[src/rtl/pio_pkg.sv]
package pio_pkg;
  typedef enum logic [2:0] {
    ST_IDLE = 3'd0,
    ST_BMAP = 3'd1,
    ST_BUS  = 3'd2,
    ST_DONE = 3'd3,
    ST_FLT  = 3'd4
  } pio_state_t;

  typedef enum logic [1:0] {
    SZ_BYTE = 2'd0,
    SZ_WORD = 2'd1,
    SZ_DWORD = 2'd2
  } io_size_t;

  localparam logic [1:0] OSZ_16 = 2'd0;
  localparam logic [1:0] OSZ_64 = 2'd2;
  localparam logic [7:0] OP_PATTERN = 8'hE4;
  localparam logic [7:0] OP_FIXED_BITS = 8'hF6;
endpackage

[src/rtl/pio_decode.sv]
module pio_decode
  import pio_pkg::*;
#(
  parameter int PORT_W = 16,
  parameter int BMO_W = PORT_W - 2
) (
  input  logic [7:0]        opcode,
  input  logic [7:0]        imm,
  input  logic [PORT_W-1:0] dx,
  input  logic [1:0]        osize,
  input  logic [1:0]        cpl,
  input  logic [1:0]        iopl,
  input  logic              vm,
  output logic              bad_op,
  output logic [PORT_W-1:0] port,
  output io_size_t          size,
  output logic              need_chk,
  output logic [BMO_W-1:0]  off_first,
  output logic [BMO_W-1:0]  off_last,
  output logic [7:0]        mask_lo,
  output logic [7:0]        mask_hi,
  output logic              spans_two
);
  logic [3:0]  lane_bits;
  logic [15:0] span;

  always_comb begin
    bad_op   = (opcode & OP_FIXED_BITS) != OP_PATTERN;
    port     = opcode[3] ? dx : PORT_W'(imm);
    if (!opcode[0])          size = SZ_BYTE;
    else if (osize == OSZ_16) size = SZ_WORD;
    else                      size = SZ_DWORD;
    need_chk = (cpl > iopl) || vm;
    case (size)
      SZ_BYTE: lane_bits = 4'b0001;
      SZ_WORD: lane_bits = 4'b0011;
      default: lane_bits = 4'b1111;
    endcase
    span      = {12'b0, lane_bits} << port[2:0];
    mask_lo   = span[7:0];
    mask_hi   = span[15:8];
    spans_two = |span[15:8];
    off_first = BMO_W'(port >> 3);
    off_last  = off_first + BMO_W'(spans_two);
  end
endmodule

[src/rtl/pio_merge.sv]
module pio_merge
  import pio_pkg::*;
#(
  parameter int ACC_W = 64,
  parameter int IO_DW = 32
) (
  input  logic [ACC_W-1:0] acc_old,
  input  logic [IO_DW-1:0] rdata,
  input  io_size_t         size,
  input  logic             wide64,
  output logic [ACC_W-1:0] acc_new
);
  localparam int HI_W = ACC_W - IO_DW;

  always_comb begin
    acc_new = acc_old;
    case (size)
      SZ_BYTE: acc_new[7:0]  = rdata[7:0];
      SZ_WORD: acc_new[15:0] = rdata[15:0];
      default: begin
        acc_new[IO_DW-1:0] = rdata;
        if (wide64) acc_new[ACC_W-1:IO_DW] = {HI_W{1'b0}};
      end
    endcase
  end
endmodule

[src/rtl/pio_read_unit.sv]
module pio_read_unit
  import pio_pkg::*;
#(
  parameter int PORT_W = 16,
  parameter int ACC_W = 64,
  parameter int IO_DW = 32,
  localparam int BMO_W = PORT_W - 2
) (
  input  logic              clk,
  input  logic              rst_n,
  input  logic              ins_valid,
  output logic              ins_ready,
  input  logic [7:0]        ins_opcode,
  input  logic [7:0]        ins_imm,
  input  logic [PORT_W-1:0] ins_dx,
  input  logic [1:0]        ins_osize,
  input  logic [1:0]        ins_cpl,
  input  logic [1:0]        ins_iopl,
  input  logic              ins_vm,
  input  logic [ACC_W-1:0]  acc_in,
  input  logic [BMO_W-1:0]  bm_limit,
  output logic              bm_req,
  output logic [BMO_W-1:0]  bm_addr,
  input  logic              bm_ack,
  input  logic [7:0]        bm_data,
  output logic              io_req,
  output logic [PORT_W-1:0] io_addr,
  output logic [1:0]        io_size,
  input  logic              io_ack,
  input  logic [IO_DW-1:0]  io_rdata,
  output logic              done,
  output logic              fault,
  output logic [ACC_W-1:0]  acc_out
);
  pio_state_t st;

  logic              d_bad, d_need, d_two;
  logic [PORT_W-1:0] d_port;
  io_size_t          d_size;
  logic [BMO_W-1:0]  d_first, d_last;
  logic [7:0]        d_mlo, d_mhi;

  logic [PORT_W-1:0] port_q;
  io_size_t          size_q;
  logic              wide64_q, two_q, idx_q;
  logic [BMO_W-1:0]  first_q;
  logic [7:0]        mlo_q, mhi_q;
  logic [ACC_W-1:0]  acc_q, acc_merged;
  logic              deny;

  pio_decode #(.PORT_W(PORT_W), .BMO_W(BMO_W)) u_dec (
    .opcode(ins_opcode), .imm(ins_imm), .dx(ins_dx), .osize(ins_osize),
    .cpl(ins_cpl), .iopl(ins_iopl), .vm(ins_vm),
    .bad_op(d_bad), .port(d_port), .size(d_size), .need_chk(d_need),
    .off_first(d_first), .off_last(d_last),
    .mask_lo(d_mlo), .mask_hi(d_mhi), .spans_two(d_two)
  );

  pio_merge #(.ACC_W(ACC_W), .IO_DW(IO_DW)) u_merge (
    .acc_old(acc_q), .rdata(io_rdata), .size(size_q),
    .wide64(wide64_q), .acc_new(acc_merged)
  );

  assign deny = |(bm_data & (idx_q ? mhi_q : mlo_q));

  always_ff @(posedge clk or negedge rst_n) begin
    if (!rst_n) begin
      st       <= ST_IDLE;
      port_q   <= '0;
      size_q   <= SZ_BYTE;
      wide64_q <= 1'b0;
      two_q    <= 1'b0;
      idx_q    <= 1'b0;
      first_q  <= '0;
      mlo_q    <= '0;
      mhi_q    <= '0;
      acc_q    <= '0;
    end else begin
      case (st)
        ST_IDLE: if (ins_valid) begin
          port_q   <= d_port;
          size_q   <= d_size;
          wide64_q <= ins_osize == OSZ_64;
          two_q    <= d_two;
          idx_q    <= 1'b0;
          first_q  <= d_first;
          mlo_q    <= d_mlo;
          mhi_q    <= d_mhi;
          acc_q    <= acc_in;
          if (d_bad)                     st <= ST_FLT;
          else if (!d_need)              st <= ST_BUS;
          else if (d_last > bm_limit)    st <= ST_FLT;
          else                           st <= ST_BMAP;
        end
        ST_BMAP: if (bm_ack) begin
          if (deny)                      st <= ST_FLT;
          else if (idx_q || !two_q)      st <= ST_BUS;
          else                           idx_q <= 1'b1;
        end
        ST_BUS: if (io_ack) begin
          acc_q <= acc_merged;
          st    <= ST_DONE;
        end
        default: st <= ST_IDLE;
      endcase
    end
  end

  always_comb begin
    ins_ready = st == ST_IDLE;
    bm_req    = st == ST_BMAP;
    bm_addr   = first_q + BMO_W'(idx_q);
    io_req    = st == ST_BUS;
    io_addr   = port_q;
    io_size   = size_q;
    done      = (st == ST_DONE) || (st == ST_FLT);
    fault     = st == ST_FLT;
    acc_out   = acc_q;
  end
endmodule

[config.mk]
export PLATFORM = sky130hd
export DESIGN_NAME = pio_read_unit
export DESIGN_NICKNAME = d
export VERILOG_FILES = /design/src/rtl/pio_pkg.sv /design/src/rtl/pio_decode.sv /design/src/rtl/pio_merge.sv /design/src/rtl/pio_read_unit.sv
export SDC_FILE = /design/constraint.sdc
export NUM_CORES = 1
export LEC_CHECK = 0
export BUFFER_PORTS_ARGS = -buffer_cell sky130_fd_sc_hd__buf_2
export CORE_MARGIN = 4
export CORE_UTILIZATION = 35
export DETAILED_ROUTE_END_ITERATION = 10
export GPL_ROUTABILITY_DRIVEN = 0
export PLACE_DENSITY = 0.66
export SLEW_MARGIN = 30
export SYNTH_ARGS = -nofsm -noshare
export SYNTH_HDL_FRONTEND = slang
export SYNTH_SLANG_ARGS = --single-unit
[constraint.sdc]
create_clock -name clk -period 1.9 [get_ports clk]
set_input_delay 0.19 -clock clk [delete_from_list [all_inputs] [get_ports clk]]
set_output_delay 0.19 -clock clk [all_outputs]
set_load 0.01 [all_outputs]
Yosys cells after proc, flatten, opt, wreduce, memory -nomap -nowiden:

Cells that the tools add are included.
Widths: inputs -> output; s select.

* memory bits (read-only): 0
* flip-flop bits (word level): 117
* latch bits: 0
* bits of input ports: 162
* memories: 0
* memory bits (writable): 0

* muxes and demuxes: 25
* bitwise gates (word level): 1
* divide/modulo/power cells: 0
* magnitude comparators: 2
* equal/unequal tests: 17
* add/sub/neg operators: 2
* $mul: 0
* shifts and indexed selects: 1
* reduce and logical (&&, ||, !) cells: 20

Operators with widths (number)
* $mux 64: 2
* $pmux 64 s2: 1
* $mux 48: 1
* $mux 32: 1
* $add 13x1->14: 2
* $mux 3: 8
* $mux 16: 1
* $mux 8: 2
* $reduce_or 8->1: 2
* $shl 4x3->16: 1
* $gt 14x14->1: 1
* $reduce_and 4->1: 3
* $ne 2x2->1 const B: 5
* $reduce_and 5->1: 2
* $pmux 3 s3: 1
* $and 8x8->8: 1
* $pmux 4 s2: 1
* $eq 3x2->1 const B: 2
* $logic_not 2->1: 3
* $ne 2x1->1 const B: 3
* $ne 6x6->1 const B: 1
* $eq 2x1->1 const B: 2
* $mux 1: 4
* $mux 2: 2
* other kinds (13): 16

Depth between registers and ports, before layout:

Gate-level depths: netlist of the first run.

* word-level depth: 14
* gate-level depth with buffers: 18

Modules after synthesis:

A second synthesis of the first run with hierarchy kept.

* cells, all modules: 710
* area, all modules: 7333.3 µm²

By module, submodules not included
* pio_read_unit: times used 1, area an instance 5784.3 µm², cells an instance 517
* pio_decode: times used 1, area an instance 908.4 µm², cells an instance 122
* pio_merge: times used 1, area an instance 640.6 µm², cells an instance 71

Worst setup path before layout of the first run:

OpenSTA, ideal clock, no wires.

* kind: input port to flip-flop
* start: input ins_opcode[3]
* end: register st[2]
* data required time: 1.823 ns
* cell stages on the path: 16
* setup slack: -1.425 ns
* arrival: 3.247 ns
* cell sequence: buf_2 -> mux2_2 -> a21oi_1 -> o22ai_1 -> nor2b_1 -> ha_1 -> ha_1 -> a21boi_0 -> nand4_1 -> xnor2_1 -> and2_1 -> ha_1 -> nand4_1 -> a311o_1 -> a211o_1 -> a21oi_1

* longest elaborated chain between the ends: 10

RTL lines
* from (decl): line pio_read_unit.sv:13 `input logic [7:0] ins_opcode,`
* $mux 16: line pio_decode.sv:29 `port = opcode[3] ? dx : PORT_W'(imm);`
* $shl 4x3->16: line pio_decode.sv:39 `span = {12'b0, lane_bits} << port[2:0];`
* $reduce_or 8->1: line pio_decode.sv:42 `spans_two = |span[15:8];`
* via d_two: line pio_read_unit.sv:37 `logic d_bad, d_need, d_two;`
* $add 13x1->14: line pio_decode.sv:44 `off_last = off_first + BMO_W'(spans_two);`
* $gt 14x14->1: line pio_read_unit.sv:92 `else if (d_last > bm_limit) st <= ST_FLT;`
* $mux 3: line pio_read_unit.sv:92
* $mux 3: line pio_read_unit.sv:91 `else if (!d_need) st <= ST_BUS;`
* $mux 3: line pio_read_unit.sv:90 `if (d_bad) st <= ST_FLT;`
* $mux 3: line pio_read_unit.sv:80 `ST_IDLE: if (ins_valid) begin`
* $pmux 3 s3: line pio_read_unit.sv:79 `case (st)`
* to (signal assigned): line pio_read_unit.sv:90
* to (signal assigned): line pio_read_unit.sv:91
* to (signal assigned): line pio_read_unit.sv:92
* to (decl): line pio_read_unit.sv:35 `pio_state_t st;`

The timed path passes the listed nets, and every way through them passes these cells. The select of a mux whose other input is x is not followed.
A chain may end at the register's enable or synchronous reset.

Final worst setup path of the first run:

Ends and elaborated chain as after synthesis.

==> results.toml, run 1 <==
[drt]
drtIter0Drc = 175
wl_per_cell_um = 16.41
viasPerCell = 5.010
firstDrtPassIters = 5
dr_wl_met3_um = 1160
drt.antenna.violating_nets = 0
dr.max_layer_used = "met5"
vias = 5411
wl_um = 17730
route.detailed.drc = 0
wl_met2_um = 8890
wl_met1_um = 7367

[global_route]
grt_start_max_net_pins = 58
grt_pass1_wl_um = 25310
antenna_found_initial = 1
grt_usage_pct = 18.80
grt_pass1_vias = 4964
overflow = 0

[logic_synthesis]
netlist_top_cells_count = "nand2_1, dfrtp_1, nor2_1"
synthSimpleGateAreaFrac_pct = 17.59
synth.distinct_cells = 57
synth_top_flop_cell = "dfrtp_1"
synth_xor_area_share_pct = 3.802
synth_most_common_cell = "nand2_1"
synth_area_per_cell_um2 = 9.429
synth_top_area_cell = "dfrtp_1"
synth.cell_area_um2 = 5299
ys_warn_count = 0
synth_top_family_by_area = "compound AO/OA/AOI/OAI gates"
syn_nets = 745
synth_edf_count = 0
synth_compound_area_share_pct = 17.87
yosysSeqAreaShare_pct = 46.75
synth-adder-area-share_pct = 4.959
synth.top_cell.area_share_pct = 46.75
synth-seq-cells = 99
yosys-top-cells-area = "dfrtp_1, nand2_1, a22o_1, ha_1, mux2i_1"
syn_inst = 562
async_flop_share_pct = 100.0
synthMuxAreaShare_pct = 4.274

[sta]
slew_headroom_pct = 76.11
finClkSkew_ps = 9.067
hold_viol_final = 0
layout_setup_ws_ps = -836.7
period_needed_ps = 2737
slew_viol_final = 0
fmax_mhz = 365.4
setup_violations = 5
rsz0062_at_grt = "yes"
period_share_pct = 144.0
worst_slew_pin_slew_ps = 348.4

[cells_and_area]
n_antenna_cell = 0
finish.utilization_pct = 55.00
area_growth_pct = 52.56
final_layout_size_suffix_gt1_share_pct = 47.10
final_area_um2 = 8084
fin_nets = 1075
stdcell_count = 1080
fill_cells = 1375

[clock_tree]
clk_latency_ps = 340
cts_max_level = 3
numClockSinks = 99
cts_made_buffers = 9
cts.path.max_buffers = 2
tritoncts = "done"
clock-root-buffer = "clkbuf_16"
clkTransAtPathRegs_ps = 70

[critical_path]
timing.critical_path.from = "ins_opcode[3]"
cp-end-kind = "flip-flop"
crit_end = "st[2]$_DFFE_PN0P_"
cp_max_fo = 5
start_kind = "primary input"
r2r_setup_slack_ps = -20
reg2reg_depth = 9
r2r-start = "st[0]$_DFFE_PN0P_"
critical_path_class = "in -> reg"
crit_required_ps = 2170
r2r-end = "acc_out[24]$_DFFE_PN0P_"
cp.arrival_ps = 3010

[place]
place_hpwl_um = 13590
portBuffers = 262
place_area_um2 = 7332
dp.cells = 1050

[run]
maxCapViolCount = 0

[pwr]
power.density_nw_per_um2 = 1338
p_leak_nw = 4.177
peakVddDrop_v = 0.0005559
power.total_w = 0.01082

[floorplan]
core_um2 = 14700
start_util_pct = 36.05
fp-row-count = 44
die_y_um = 131.0
io_pins = 263
fp.dieW_um = 131.0
die_area_um2 = 17170

[run_status]
outcome = "finished with violations"
violations = "negative setup slack"

[hold_path]
min_path_type = "in -> reg"
## worst min-delay path by stage
stage,slack (ps),depth (start not counted),to,startpoint
6_report,60,2,acc_out[53]$_DFFE_PN0P_,acc_in[53]
5_1_grt,50,2,acc_out[52]$_DFFE_PN0P_,acc_in[52]
4_1_cts,50,2,acc_out[53]$_DFFE_PN0P_,acc_in[53]
3_5_place_dp,70,1,acc_out[28]$_DFFE_PN0P_,rst_n
3_3_place_gp,70,1,acc_out[30]$_DFFE_PN0P_,rst_n
2_1_floorplan,-110,0,acc_out[0]$_DFFE_PN0P_,rst_n
## registers in the layout, summed over array words and instances, names as in the netlist
| register | flops |
|---|---|
| st | 3 |
| io_size | 2 |
| acc_out | 64 |
| wide64_q | 1 |
| mhi_q | 3 |
| mlo_q | 8 |
| idx_q | 1 |
| two_q | 1 |
| io_addr | 16 |
## where the power goes
part	switching (W)	internal, W	leakage (nW)	total [W]
clock network	0.000840	0.00103	0.143	0.00187
registers	0.000636	0.00307	1.20	0.00370
logic	0.00276	0.00248	2.83	0.00524
## routing by layer
layer,GRT usage [%],up-vias
met1,24.39,2531
met5,0,-
met3,2.805,24
met4,5.384,2
li1,-,2647
met2,32.59,207
## critical path, cell delays in order
cell and delay (ps):
buf_8 110, mux2_4 310, a21oi_4 140, o22ai_2 80, nor2b_4 150, ha_4 190, ha_4 150, a21boi_4 140
nand4_1 90, xnor2_1 60, and2_1 150, ha_1 290, nand4_1 170, a311o_1 400, a211o_1 280, a21oi_2 110
## cell type report
class / instances / area (um^2) / share of cell area (%)
Multi-Input combinational cell: 409 / 2893 / 35.78
Sequential cell: 99 / 2479 / 30.66
Timing Repair Buffer: 347 / 2085 / 25.79
Tap cell: 184 / 230.2 / 2.848
Clock buffer: 9 / 225.2 / 2.786
Inverter: 26 / 100.1 / 1.238
Clock inverter: 6 / 72.57 / 0.8977
## kinds of logic (layout without fill, tap and decap cells)
kind of cell / after synthesis / count (layout)
simple gates: 211 / 211
compound gates: 132 / 132
mux: 22 / 22
fa+ha+maj: 21 / 21
flops: 99 / 99
buf+inv: 54 / 388
xor+xnor: 23 / 23
## layout by cell type (no fill, tap or decap), types with 3 or more instances in the layout
cell       netlist  routed
a21o_1           7       7
a21oi_1          9       6
a22o_1          32      32
a22oi_1          4       4
a31oi_1         25      24
and2_1           8       5
and2_4           0       3
buf_12           0       5
buf_2           12     257
buf_4            1      77
buf_6            4       4
clkbuf_16        0      11
dfrtp_1         99      98
ha_1            21      16
ha_4             0       5
inv_1           24      22
inv_6            0       3
mux2_2           5       4
mux2i_1         17      17
nand2_1        109     107
nand3_1         22      20
nand3b_1         3       3
nand4_1          6       6
nor2_1          41      22
nor2_2           0       8
nor2_4           0      11
nor2b_1          5       4
o21a_1           3       3
o21ai_0         29      26
o21ai_1          0       3
xnor2_1         16      16
xor2_1           7       7
## what timing repair did
item | CTS | global route
gates resized for setup | 22 | 58
setup endpoints to repair | 21 | 44
pin swaps | 9 | 19
hold buffers | 1 | 0
gates cloned | 0 | 2
hold endpoints to repair | 14 | 0
buffers inserted | 2 | 10
## metrics by stage
step                TNS (ps)  hold slack, ps  setup WS (ps)
finish                 -1734           64.72         -836.7
global route           -3340           54.19          -1022
CTS                    -1738           47.24         -822.3
detailed placement     -2992           71.43          -1346
global placement       -3264           71.96          -1317
floorplan              -2093          -105.6          -1112
Power figures use the tool's default switching activity.
==> run 2: changes to the inputs <==
Settings changed: CTS_CLUSTER_DIAMETER set to 30, REMOVE_ABC_BUFFERS set to 1.
==> run 2 against run 1 <==
  * The flow still finishes with violations (negative setup slack)
  * Cell count increased by 1.8%
  * Non-clock buffer count up 18
  * Utilization up 1.9 points
  * Maximum frequency decreased by 6.8%
  * First-iteration DRC count grew 13%
  * Sequential cell count is the same
  * Sequential share of layout area down 1.0 points
  * Worst hold slack about the same
  * Critical path depth grew 4
  * Worst setup slack worse by 200 ps
  * Clock power hardly changed
  * Critical endpoint unchanged
  * Largest cell class unchanged
==> results.toml, run 2 (same netlist as run 1, synthesis figures left out) <==
[global_route]
overflow = 0
antenna_found_initial = 1
grt_usage_pct = 18.52
grt_pass1_vias = 5093
grt_pass1_wl_um = 24880
grt_start_max_net_pins = 44

[critical_path]
crit_required_ps = 2130
r2r_setup_slack_ps = 10
max_stage_delay_ps = 270
cp_max_fo = 4
critical_path.cell_chain = "buf_8 -> buf_6 -> mux2i_4 -> o22ai_2 -> nor2b_2 -> ha_2 -> buf_6 -> ha_4 -> nand3_1 -> a21o_1 -> buf_6 -> xnor2_1 -> and2_1 -> ha_1 -> nand4_1 -> buf_4 -> nor4_4 -> a21o_1 -> a211o_1 -> a21oi_2"
slowest_stage = "nor4_4"
crit_path_frequent_cell = "buf_6"
start_kind = "primary input"
cp.arrival_ps = 3160
critical_path_class = "in -> reg"
cp-end-kind = "flip-flop"
r2r-start = "st[2]$_DFFE_PN0P_"
r2r-end = "acc_out[26]$_DFFE_PN0P_"
reg2reg_depth = 9

[drt]
drt.antenna.violating_nets = 0
wl_um = 17370
vias = 5436
wl_per_cell_um = 15.81
route.detailed.drc = 0
viasPerCell = 4.946
drtIter0Drc = 197
firstDrtPassIters = 4

[sta]
period_needed_ps = 2936
period_share_pct = 154.5
fmax_mhz = 340.6
hold_viol_final = 0
slew_headroom_pct = 69.77
setup_violations = 2
slew_viol_final = 0
finClkSkew_ps = 6.854
setup_tns_ps = -2055
layout_setup_ws_ps = -1036
worst_slew_pin_slew_ps = 453.5
rsz0062_at_grt = "yes"

[clock_tree]
cts.path.max_buffers = 2
numClockSinks = 99
cts_made_buffers = 9
tritoncts = "done"
clk_latency_ps = 340
clock-root-buffer = "clkbuf_16"
cts_max_level = 3
clkTransAtPathRegs_ps = 70

[floorplan]
fp.dieW_um = 131.0
die_y_um = 131.0
die_area_um2 = 17170
core_um2 = 14700
io_pins = 263
fp-row-count = 44
start_util_pct = 36.05

[hold_path]
min_path_type = "in -> reg"
hold_end = "acc_out[33]$_DFFE_PN0P_"
hold_path.startpoint = "acc_in[33]"
worstHoldPathCells = 2

[place]
portBuffers = 262
place_hpwl_um = 12650
place_area_um2 = 7282

[run_status]
outcome = "finished with violations"
violations = "negative setup slack"

[cells_and_area]
layout_common_cells = "buf_2, nand2_1, dfrtp_1, buf_4, a22o_1"
largest_register_ffs = 64
final_area_um2 = 8357
fin_nets = 1093
final_common_cell = "buf_2"
final_layout_size_suffix_gt1_share_pct = 48.09
area_growth_pct = 57.71
n_antenna_cell = 0

[run]
maxCapViolCount = 0

[pwr]
p_leak_nw = 4.338
peakVddDrop_v = 0.0009281
power.density_nw_per_um2 = 1321
run 2: cell count changes in the layout (fill, tap and decap cells not counted), moves of 3 or more:
cell	before	now
buf_6	4	11
nor2_1	22	27
buf_4	77	81
nand3_2	0	4
nand3_1	20	17
nor2_4	11	8
run 2: area by class of cell:
| type | instances | area (um^2) |
|---|---|---|
| Fill cell | 1349 | 6342 |
| Clock buffer | 9 | 225.2 |
| Timing Repair Buffer | 365 | 2333 |
| Clock inverter | 7 | 73.82 |
| Multi-Input combinational cell | 409 | 2907 |
| Inverter | 26 | 110.1 |
| Sequential cell | 99 | 2477 |
| Tap cell | 184 | 230.2 |
run 2: worst max-delay path by stage:
stage,endpoint,startpoint,slack (ps)
finish,st[2]$_DFFE_PN0P_,ins_opcode[3],-1040
global route,st[0]$_DFFE_PN0P_,ins_opcode[3],-1220
CTS,st[2]$_DFFE_PN0P_,ins_opcode[3],-1020
detailed placement,st[2]$_DFFE_PN0P_,ins_opcode[3],-1520
global placement,st[2]$_DFFE_PN0P_,ins_opcode[3],-1470
floorplan,st[2]$_DFFE_PN0P_,ins_opcode[3],-1200
run 2: layer usage:
metal	wire length (um)	vias to the layer above	global-route usage, %
met3	1164	14	3.659
met2	8807	194	32.17
met1	7203	2537	23.57
met5	15	-	0
met4	179	2	4.900
li1	-	2689	-
run 2: timing repair:
action / CTS / global route
endpoints found under the hold margin: 31 / 0
gates cloned: 3 / 4
setup buffers: 14 / 12
pin swaps: 19 / 25
hold buffers: 1 / 0
setup endpoints to repair: 73 / 88
gates resized for setup: 48 / 48
run 2: critical path: cells and delay by family:
kind            cells  cell delay [ps]
simple gates        5              800
compound gates      5              690
buf+inv             5              630
fa+ha+maj           3              570
mux                 1              180
xor+xnor            1              110
run 2: power by group:
| group | internal (W) | total [W] | switching, W |
|---|---|---|---|
| clock | 0.00103 | 0.00184 | 0.000813 |
| sequential | 0.00307 | 0.00369 | 0.000627 |
| combinational | 0.00269 | 0.00550 | 0.00281 |
run 2: metrics by stage:
step | hold WS [ps] | power (W) | util [%] | setup WS, ps | cells
6_report | 64.36 | 0.01104 | 56.85 | -1036 | 1099
5_1_grt | 55.11 | 0.01180 | 56.85 | -1218 | 1099
4_1_cts | 49.70 | 0.01055 | 54.46 | -1022 | 1084
3_5_place_dp | 172.7 | 0.008213 | 49.54 | -1524 | 1050
3_3_place_gp | 172.5 | 0.008143 | 49.52 | -1468 | 1050
2_1_floorplan | -105.6 | 0.005931 | - | -1204 | 534
==> run 3: changes to the inputs <==
Settings changed: PLACE_DENSITY 0.66 to 0.62, SYNTH_HIERARCHICAL set to 1.
==> run 3 against run 2 <==
  * The flow still finishes with violations (negative setup slack)
  * Critical path depth is 6 lower
  * First-iteration DRC count increased by 37%
  * Worst hold slack worse by 9.2 ps
  * Sequential cell count is 19 higher
  * Non-clock buffer count decreased by 30
  * Total power rose by 20%
  * Cell count increased by 17%
  * Worst setup slack better by 120 ps
  * Clock power grew 85%
  * Critical endpoint unchanged
  * Highest routed layer is now met4
==> results.toml, run 3 <==
[clock_tree]
clock-root-buffer = "clkbuf_16"
clk_latency_ps = 410
cts_max_level = 4
numClockSinks = 118
tritoncts = "done"
clkTransAtPathRegs_ps = 60
cts.path.max_buffers = 2
cts_made_buffers = 17

[pwr]
peakVddDrop_v = 0.0007359
power.density_nw_per_um2 = 1294
p_leak_nw = 4.906

[critical_path]
r2r-start = "idx_q$_DFFE_PN0P_"
cp_max_fo = 4
r2r-end = "st[1]$_DFFE_PN0P_"
start_kind = "primary input"
critical_path.cell_chain = "buf_12 -> mux2i_4 -> maj3_2 -> nor2_4 -> ha_4 -> ha_4 -> nand4_1 -> nor3_2 -> mux2_4 -> ha_4 -> nand4_1 -> a311o_1 -> a211oi_2 -> o211a_1"
timing.critical_path.from = "ins_opcode[3]"
slowest_stage = "a311o_1"
path_depth = 14
path_delay_family = "adder cells"
crit_path_frequent_cell = "ha_4"
reg2reg_depth = 6
critical_path_class = "in -> reg"
max_stage_delay_ps = 380
path_buf_inv = 1
crit_required_ps = 2250
r2r_setup_slack_ps = -160
cp-end-kind = "flip-flop"
crit_end = "st[2]$_DFFE_PN0P_"
cp.arrival_ps = 3170

[global_route]
grt.met1_usage_pct = 21.06
antenna_found_initial = 0
grt_start_max_net_pins = 50
grtUsageMet2_pct = 28.89
grt_pass1_vias = 6211
grtUsageMet3_pct = 4.970
top_usage_layer = "met2"
grt_usage_pct = 17.02
grt_pass1_wl_um = 32310
overflow = 0

[floorplan]
fp-row-count = 52
core_um2 = 20430
start_util_pct = 35.90
fp.dieW_um = 152.8
die_y_um = 152.8
io_pins = 263
die_area_um2 = 23330

[cells_and_area]
final_layout_size_suffix_gt1_share_pct = 50.20
n_antenna_cell = 0
largest_register_ffs = 64
stdcell_count = 1288
area_growth_pct = 39.50
fill_cells = 1882
fin_nets = 1187
layout_common_cells = "buf_2, dfrtp_1, nand2_1, mux2_2"
final_common_cell = "buf_2"

[logic_synthesis]
synth.distinct_cells = 62
synth.cell_area_um2 = 7333
ys_warn_count = 6
synth_most_common_cell = "dfrtp_1"
synth-seq-cells = 118
async_flop_share_pct = 100.0
syn_inst = 710
synth_edf_count = 0
yosys-top-cells-area = "dfrtp_1, mux2_2, mux2i_1, o21ai_0, nand2_1"
synth.top_cell.area_share_pct = 40.27
synth_top_flop_cell = "dfrtp_1"
synth_top_area_cell = "dfrtp_1"
yosysSeqAreaShare_pct = 40.27
synth_area_per_cell_um2 = 10.33
netlist_top_cells_count = "dfrtp_1, nand2_1, mux2_2"

[run_status]
violations = "negative setup slack"
outcome = "finished with violations"

[sta]
fin_hold_ws_ps = 55.19
finClkSkew_ps = 6.762
slew_viol_final = 0
setup_violations = 14
period_needed_ps = 2819
period_share_pct = 148.4
slew_headroom_pct = 64.19
worst_slew_pin_slew_ps = 535.3
rsz0062_at_grt = "yes"
fmax_mhz = 354.7
hold_viol_final = 0
layout_setup_ws_ps = -919.2

[drt]
viasPerCell = 4.773
wl_um = 20280
wl_per_cell_um = 15.74
route.detailed.drc = 0
drtIter0Drc = 269
firstDrtPassIters = 4
vias = 6148
drt.antenna.violating_nets = 0

[hold_path]
min_path_type = "in -> reg"
worstHoldPathCells = 3

[place]
portBuffers = 262
dp.cells = 1246
place_hpwl_um = 15100

[run]
maxCapViolCount = 0
-- run 3: how the worst min path moves through the flow --
| stage | from | to |
|---|---|---|
| global placement | rst_n | acc_out[22]$_DFFE_PN0P_ |
| finish | acc_in[45] | acc_out[45]$_DFFE_PN0P_ |
| floorplan | rst_n | acc_out[0]$_DFFE_PN0P_ |
| global route | acc_in[21] | acc_out[21]$_DFFE_PN0P_ |
| CTS | acc_in[45] | acc_out[45]$_DFFE_PN0P_ |
| detailed placement | rst_n | acc_out[22]$_DFFE_PN0P_ |
-- run 3: logic make-up after synthesis --
| kind of cell | synth area share, % |
|---|---|
| AND/OR/NAND/NOR | 14.06 |
| multiplexers | 23.37 |
| flip-flops | 40.27 |
| AO/OA/AOI/OAI | 8.548 |
| buffers and inverters | 7.507 |
| XOR/XNOR | 2.628 |
| adder cells (fa/ha/maj) | 3.566 |
| other | 0.05114 |
-- run 3: cell type report --
cell class                      instances  area [um^2]  area share (%)
Inverter                               29        108.9           1.064
Timing Repair Buffer                  335         2047           20.01
Clock inverter                         13        180.2           1.761
Tap cell                              270        337.8           3.302
Multi-Input combinational cell        504         4155           40.62
Clock buffer                           19        442.9           4.330
Sequential cell                       118         2958           28.91
-- run 3: metrics by stage --
| stage | cell area [um^2] | setup WS (ps) | utilization [%] | power [W] | TNS [ps] |
|---|---|---|---|---|---|
| after floorplan | 6910 | -7603 | - | 0.006967 | -532920 |
| after CTS | 10070 | -896.6 | 49.31 | 0.01326 | -3071 |
| after global routing | 10230 | -1047 | 50.07 | 0.01413 | -4214 |
| after global placement | 9179 | -1432 | 44.93 | 0.009525 | -4057 |
| final | 10230 | -919.2 | 50.07 | 0.01324 | -2858 |
| after detailed placement | 9179 | -1561 | 44.93 | 0.009644 | -4428 |
-- run 3: worst register-to-register path, stage by stage, from the launching register on --
cell	delay [ps]
dfrtp_2	430
buf_6	150
mux2_4	310
a22oi_2	180
nand4_1	170
or4_4	490
a31o_1	220
-- run 3: per-layer routing --
layer  wire [um]  share of wire (%)
met1        8538                 42
met3        1201                5.9
met4         300                1.5
met5           0                  0
met2       10240                 50
-- run 3: report_power, final --
| group | internal, W | switching (W) |
|---|---|---|
| combinational | 0.00273 | 0.00255 |
| sequential | 0.00368 | 0.000884 |
| clock | 0.00222 | 0.00118 |
-- run 3: timing repair --
action / 4_1_cts / 5_1_grt
hold endpoints to repair: 33 / 0
buffers inserted: 6 / 2
gates resized for setup: 37 / 28
pin swaps: 16 / 18
setup endpoints to repair: 18 / 44
gates cloned: 2 / 0
hold buffers: 1 / 0
